## config.mk

```make
export PLATFORM = sky130hd
export DESIGN_NAME = status_group
export DESIGN_NICKNAME = d
export VERILOG_FILES = /design/src/rtl/sgrp_pkg.sv /design/src/rtl/sgrp_sampler.sv /design/src/rtl/sgrp_events.sv /design/src/rtl/sgrp_regs.sv /design/src/rtl/status_group.sv
export SDC_FILE = /design/constraint.sdc
export NUM_CORES = 1
export LEC_CHECK = 0
export BUFFER_PORTS_ARGS = -buffer_cell sky130_fd_sc_hd__buf_2
export CAP_MARGIN = 40
export CORE_MARGIN = 2
export CORE_UTILIZATION = 57
export DETAILED_ROUTE_END_ITERATION = 7
export PLACE_DENSITY = 0.76
export SLEW_MARGIN = 5
export SYNTH_ARGS = -nofsm -noshare
export SYNTH_HDL_FRONTEND = slang
export SYNTH_HIERARCHICAL = 1
export SYNTH_SLANG_ARGS = --single-unit
```

## constraint.sdc

```tcl
create_clock -name clk -period 1.61 [get_ports clk]
set_input_delay 0.161 -clock clk [delete_from_list [all_inputs] [get_ports clk]]
set_output_delay 0.161 -clock clk [all_outputs]
set_load 0.005 [all_outputs]
```

## src/rtl/sgrp_pkg.sv

```systemverilog
package sgrp_pkg;
    localparam int ADDR_W = 3;

    typedef enum logic [ADDR_W-1:0] {
        A_COND      = 3'd0,
        A_EVENT     = 3'd1,
        A_ENABLE    = 3'd2,
        A_RISE_MASK = 3'd3,
        A_FALL_MASK = 3'd4
    } reg_addr_e;

    typedef enum logic {
        S_PRIME = 1'b0,
        S_RUN   = 1'b1
    } samp_state_e;
endpackage

```

## src/rtl/sgrp_sampler.sv

```systemverilog
module sgrp_sampler import sgrp_pkg::*; #(
    parameter int WIDTH = 8
) (
    input  logic             clk,
    input  logic             rst_n,
    input  logic             dev_rst,
    input  logic [WIDTH-1:0] cond_in,
    output logic [WIDTH-1:0] cond_q,
    output logic [WIDTH-1:0] rise,
    output logic [WIDTH-1:0] fall
);
    samp_state_e state, state_nxt;
    logic [WIDTH-1:0] prev_q;

    always_ff @(posedge clk or negedge rst_n) begin
        if (!rst_n) state <= S_PRIME;
        else        state <= state_nxt;
    end

    always_comb begin
        unique case (state)
            S_PRIME: state_nxt = dev_rst ? S_PRIME : S_RUN;
            S_RUN:   state_nxt = dev_rst ? S_PRIME : S_RUN;
            default: state_nxt = S_PRIME;
        endcase
    end

    always_ff @(posedge clk or negedge rst_n) begin
        if (!rst_n) begin
            cond_q <= '0;
            prev_q <= '0;
        end else if (state == S_PRIME) begin
            cond_q <= cond_in;
            prev_q <= cond_in;
        end else begin
            cond_q <= cond_in;
            prev_q <= cond_q;
        end
    end

    always_comb begin
        unique case (state)
            S_RUN: begin
                rise = cond_q & ~prev_q;
                fall = ~cond_q & prev_q;
            end
            default: begin
                rise = '0;
                fall = '0;
            end
        endcase
    end

    // leaving PRIME, both samples match, so no false edge
    p_prime_aligned_r11: assert property (@(posedge clk) disable iff (!rst_n)
        (state == S_PRIME) |=> (cond_q == prev_q));

    // device reset always lands in PRIME
    p_devrst_prime_r11: assert property (@(posedge clk) disable iff (!rst_n)
        dev_rst |=> (state == S_PRIME));

    // a rise on a bit is reported for exactly one cycle
    p_rise_single_r2: assert property (@(posedge clk) disable iff (!rst_n)
        (|rise) |=> ((rise & $past(rise)) == '0));
endmodule

```

## src/rtl/sgrp_events.sv

```systemverilog
module sgrp_events #(
    parameter int WIDTH = 8
) (
    input  logic             clk,
    input  logic             rst_n,
    input  logic             dev_rst,
    input  logic             clr,
    input  logic [WIDTH-1:0] hit,
    output logic [WIDTH-1:0] evt
);
    logic [WIDTH-1:0] evt_nxt;

    always_comb begin
        if (dev_rst)  evt_nxt = '0;
        else if (clr) evt_nxt = hit;
        else          evt_nxt = evt | hit;
    end

    always_ff @(posedge clk or negedge rst_n) begin
        if (!rst_n) evt <= '0;
        else        evt <= evt_nxt;
    end

    // set bits persist without a clear
    p_sticky_r5: assert property (@(posedge clk) disable iff (!rst_n)
        (!dev_rst && !clr) |=> ((evt & $past(evt)) == $past(evt)));

    // a qualifying edge is never lost, even alongside a clear
    p_new_wins_r8: assert property (@(posedge clk) disable iff (!rst_n)
        !dev_rst |=> ((evt & $past(hit)) == $past(hit)));

    // a clear leaves only the bits hit in that cycle
    p_clear_r7: assert property (@(posedge clk) disable iff (!rst_n)
        (clr && !dev_rst) |=> ((evt & ~$past(hit)) == '0));

    // device reset empties the event register
    p_devrst_empty_r11: assert property (@(posedge clk) disable iff (!rst_n)
        dev_rst |=> (evt == '0));
endmodule

```

## src/rtl/sgrp_regs.sv

```systemverilog
module sgrp_regs import sgrp_pkg::*; #(
    parameter int               WIDTH        = 8,
    parameter logic [WIDTH-1:0] RISE_DEFAULT = '1,
    parameter logic [WIDTH-1:0] FALL_DEFAULT = '0
) (
    input  logic              clk,
    input  logic              rst_n,
    input  logic              dev_rst,
    input  logic              wr_en,
    input  logic              rd_en,
    input  logic [ADDR_W-1:0] addr,
    input  logic [WIDTH-1:0]  wdata,
    input  logic [WIDTH-1:0]  cond_q,
    input  logic [WIDTH-1:0]  evt,
    output logic [WIDTH-1:0]  rise_mask,
    output logic [WIDTH-1:0]  fall_mask,
    output logic [WIDTH-1:0]  enable,
    output logic [WIDTH-1:0]  rdata
);
    always_ff @(posedge clk or negedge rst_n) begin
        if (!rst_n) begin
            rise_mask <= RISE_DEFAULT;
            fall_mask <= FALL_DEFAULT;
            enable    <= '0;
        end else if (dev_rst) begin
            rise_mask <= RISE_DEFAULT;
            fall_mask <= FALL_DEFAULT;
            enable    <= '0;
        end else if (wr_en) begin
            case (addr)
                A_ENABLE:    enable    <= wdata;
                A_RISE_MASK: rise_mask <= wdata;
                A_FALL_MASK: fall_mask <= wdata;
                default:     ;
            endcase
        end
    end

    always_comb begin
        rdata = '0;
        if (rd_en) begin
            case (addr)
                A_COND:      rdata = cond_q;
                A_EVENT:     rdata = evt;
                A_ENABLE:    rdata = enable;
                A_RISE_MASK: rdata = rise_mask;
                A_FALL_MASK: rdata = fall_mask;
                default:     rdata = '0;
            endcase
        end
    end

    // without a write or device reset, configuration is stable
    p_cfg_hold_r7: assert property (@(posedge clk) disable iff (!rst_n)
        (!wr_en && !dev_rst) |=> ($stable(rise_mask) && $stable(fall_mask) && $stable(enable)));

    // writes to read-only addresses leave configuration untouched
    p_ro_write_r9: assert property (@(posedge clk) disable iff (!rst_n)
        (wr_en && !dev_rst && (addr == A_COND || addr == A_EVENT))
        |=> ($stable(rise_mask) && $stable(fall_mask) && $stable(enable)));
endmodule

```

## src/rtl/status_group.sv

```systemverilog
module status_group import sgrp_pkg::*; #(
    parameter int               WIDTH        = 8,
    parameter logic [WIDTH-1:0] RISE_DEFAULT = '1,
    parameter logic [WIDTH-1:0] FALL_DEFAULT = '0
) (
    input  logic              clk,
    input  logic              rst_n,
    input  logic [WIDTH-1:0]  cond_in,
    input  logic              dev_rst,
    input  logic              clr_stat,
    input  logic              wr_en,
    input  logic              rd_en,
    input  logic [ADDR_W-1:0] addr,
    input  logic [WIDTH-1:0]  wdata,
    output logic [WIDTH-1:0]  rdata,
    output logic              summary
);
    logic [WIDTH-1:0] cond_q, rise, fall, hit, evt;
    logic [WIDTH-1:0] rise_mask, fall_mask, enable;
    logic             clr_any;

    sgrp_sampler #(.WIDTH(WIDTH)) u_sampler (
        .clk     (clk),
        .rst_n   (rst_n),
        .dev_rst (dev_rst),
        .cond_in (cond_in),
        .cond_q  (cond_q),
        .rise    (rise),
        .fall    (fall)
    );

    assign hit     = (rise & rise_mask) | (fall & fall_mask);
    assign clr_any = clr_stat | (rd_en && (addr == A_EVENT));

    sgrp_events #(.WIDTH(WIDTH)) u_events (
        .clk     (clk),
        .rst_n   (rst_n),
        .dev_rst (dev_rst),
        .clr     (clr_any),
        .hit     (hit),
        .evt     (evt)
    );

    sgrp_regs #(
        .WIDTH        (WIDTH),
        .RISE_DEFAULT (RISE_DEFAULT),
        .FALL_DEFAULT (FALL_DEFAULT)
    ) u_regs (
        .clk       (clk),
        .rst_n     (rst_n),
        .dev_rst   (dev_rst),
        .wr_en     (wr_en),
        .rd_en     (rd_en),
        .addr      (addr),
        .wdata     (wdata),
        .cond_q    (cond_q),
        .evt       (evt),
        .rise_mask (rise_mask),
        .fall_mask (fall_mask),
        .enable    (enable),
        .rdata     (rdata)
    );

    assign summary = |(evt & enable);

    // summary is low after a device reset
    p_summary_reset_r10: assert property (@(posedge clk) disable iff (!rst_n)
        dev_rst |=> !summary);

    // summary cannot rise without an event and an enable both present
    p_summary_cause_r10: assert property (@(posedge clk) disable iff (!rst_n)
        $rose(summary) |-> ((evt != '0) && (enable != '0)));
endmodule

```

==> results.yml <==
clock_network:
  cts_root_buffer: "clkbuf_8"
  clk_pin_slew_ns: 0.09
  cts_max_path_buffers: 2
  clk_latency_ns: 0.30
  clock_sinks: 49
  cts_made_buffers: 5
  cts_tree: "built"
  h-tree-depth: 2
synth:
  yosysWarnings: 6
  synth_enable_flop_cells: 0
  ys_ff_latch: 49
  yosysSeqAreaShare_pct: 48.8
  netlist_top_cells_count: "41 x dfrtp_1, 20 x a22oi_1, 16 x and3b_1, 16 x mux2i_1, 16 x nor2_1"
  synth_area_mm2: 0.00253
  syn_avg_cell_area_um2: 11.8
  yosysMostFrequentCell: "dfrtp_1"
  synthArstFlopShare_pct: 100
  synth_area_leaders: "dfrtp_1 40%, dfstp_2 8.3%, mux2i_1 6.3%"
  yosysTopAreaCellShare_pct: 40.5
  synth_ff_type: "dfrtp_1"
  synth.largest_area_cell: "dfrtp_1"
  syn_nets: 240
  ys_types: 33
  synthCells: 215
floorplanning:
  die_y_um: 70.7
  coreArea_mm2: 0.00432
  die-area_mm2: 0.00500
  fp-row-count: 24
  die_w_um: 70.7
  initial_core_util_pct: 58.6
  boundaryPins: 34
placed_design:
  io_buffers: 33
  hpwlAfterDp_um: 3730
  place_congestion: 0.855
  dpl_cell_area_mm2: 0.00276
  dp_cells: 296
timing:
  worst_pin_slew_ns: 0.668
  clock_skew_ns: 0.00850
  relSlewSlack_pct: 55.5
  hold_violations: 0
  setup_viol: 0
  drv_slew: 0
  max_freq_mhz: 640
  period_share_pct: 97.0
  tns_ns: 0
  period_needed_ns: 1.56
worst_setup_path:
  start_kind: "flip-flop"
  slowest_stage: "dfstp_2"
  critPathTopFamily: "flip-flops"
  arrival_ns: 1.40
  r2r_start: "u_sampler/state"
  max_stage_delay_ns: 0.55
  crit_type: "reg -> out"
  r2r_slack_ns: 0.39
  worstSetupEndpointType: "output pin"
  critical_path_buf_inv_count: 1
  path_max_fanout: 3
  timing.rr.end: "u_events/evt[1]"
  path_cells: "mux2_2 > a22oi_2 > a21oi_1 > buf_2"
  reg2reg_depth: 5
  critPathRequiredTime_ns: 1.45
layout:
  fillers: 358
  drive_gt1_share_pct: 33.0
  diodes: 0
  final_nets: 288
  finalNonFillerCells: 316
  area_growth_syn_to_layout_pct: 16.6
  final_cell_area_mm2: 0.00296
detailed_routing:
  drcViolationCount: 0
  drt-vias-per-instance: 5.81
  wl_um: 5690
  dr.pass1.iters: 4
  ant_nets: 0
  met3_wirelength_um: 348
  route.vias.total: 1835
  top_layer_used: "met4"
  wl_per_cell_um: 18.0
  drt_iter0_drc: 112
  wl_met1_um: 2580
  routed-wl-met2_um: 2710
global_route:
  grt_usage_pct: 24.3
  grt_pass1_wl_um: 9310
  grt_max_degree: 34
  antenna_found_initial: 0
  gr-total-overflow: 0
  grt_pass1_vias: 1873
outcome:
  status: "finished clean"
power:
  p_leak_nw: 1.32
  ir_worst_vdd_uv: 674
  finalPower_mw: 2.35
  p_per_area_mw_per_mm2: 797
min_path:
  hold_class: "in -> reg"
  hold-path-cell-count: 2
  worstHoldStart: "wdata[6]"
  min_to: "u_regs/rise_mask[6]"
flow_run:
  drv_cap: 0
-- kinds of logic (layout without fill, tap and decap cells) --
group,after synthesis,in the layout,share of synthesized area (%)
simple gates,60,60,16.9
compound gates,53,53,15.3
flops,49,49,48.8
buf+inv,21,70,5.08
mux,32,32,14.0
-- layout make-up --
type,instances,area (um2),area share (%)
well taps,52,65.1,2.20
clock buffers,6,72.6,2.46
clock inverters,2,10.0,0.339
inverters,9,33.8,1.14
multi-input cells,145,1170,39.8
flip-flops and latches,49,1240,41.8
repair buffers,53,363,12.3
-- state kept, by name (all words and copies together), names as in the netlist --
name	flops
u_sampler/state	1
u_sampler/cond_q	8
u_sampler/prev_q	8
u_regs/rise_mask	8
u_regs/fall_mask	8
u_events/evt	8
u_regs/enable	8
-- where the power goes --
group | switching (mW) | total, mW | internal (mW)
Combinational | 0.160 | 0.329 | 0.169
Clock | 0.400 | 0.701 | 0.302
Sequential | 0.0379 | 1.32 | 1.29
-- per-stage QoR --
| step | utilization [%] | hold slack [ns] | worst slack [ns] |
|---|---|---|---|
| after floorplan | - | -0.135 | 0.394 |
| after global placement | 63.7 | 0.138 | 0.171 |
| after detailed placement | 63.7 | 0.137 | 0.122 |
| after CTS | 67.7 | 0.0886 | 0.0366 |
| after global routing | 68.3 | 0.0906 | -0.00190 |
| final | 68.3 | 0.0955 | 0.0479 |
-- layer usage --
| layer | global-route usage, % | up-vias |
|---|---|---|
| met2 | 39.0 | 60 |
| met5 | 0 | - |
| met4 | 7.55 | 0 |
| li1 | - | 879 |
| met3 | 4.42 | 5 |
| met1 | 34.0 | 891 |
-- worst max path at each step --
stage / slack [ns] / endpoint / start / cells past startpoint
2_1_floorplan: 0.39 / u_events/evt[5] / u_sampler/state / 6
3_3_place_gp: 0.17 / rdata[0] / addr[1] / 6
3_5_place_dp: 0.12 / rdata[0] / addr[1] / 6
4_1_cts: 0.04 / rdata[5] / u_events/evt[5] / 4
5_1_grt: -0.002 / rdata[5] / u_events/evt[5] / 4
6_report: 0.05 / rdata[0] / u_regs/rise_mask[0] / 4
-- what timing repair did --
action / in CTS / in global routing
setup endpoints to repair: 0 / 3
setup buffers: 0 / 3
gates resized for setup: 0 / 1
hold buffers: 9 / 0
hold endpoints to repair: 23 / 0
-- worst register-to-register path, delay by kind of cell, from the launching register on --
family                 cells  cell delay (ns)
AO/OA/AOI/OAI              2             0.27
buffers and inverters      2             0.21
flip-flops                 1             0.41
AND/OR/NAND/NOR            1             0.19
-- layout by cell type (no fill, tap or decap), types with 9 or more instances in the layout --
master and n:
a21oi_1 13, mux2i_1 16, buf_4 9, nor2_1 16, buf_2 33, dlygate4sd3_1 9, and3b_1 16, mux2_2 12
inv_1 9, a22oi_1 19, dfrtp_1 41
Note: power is estimated with default switching activity, not from simulation.
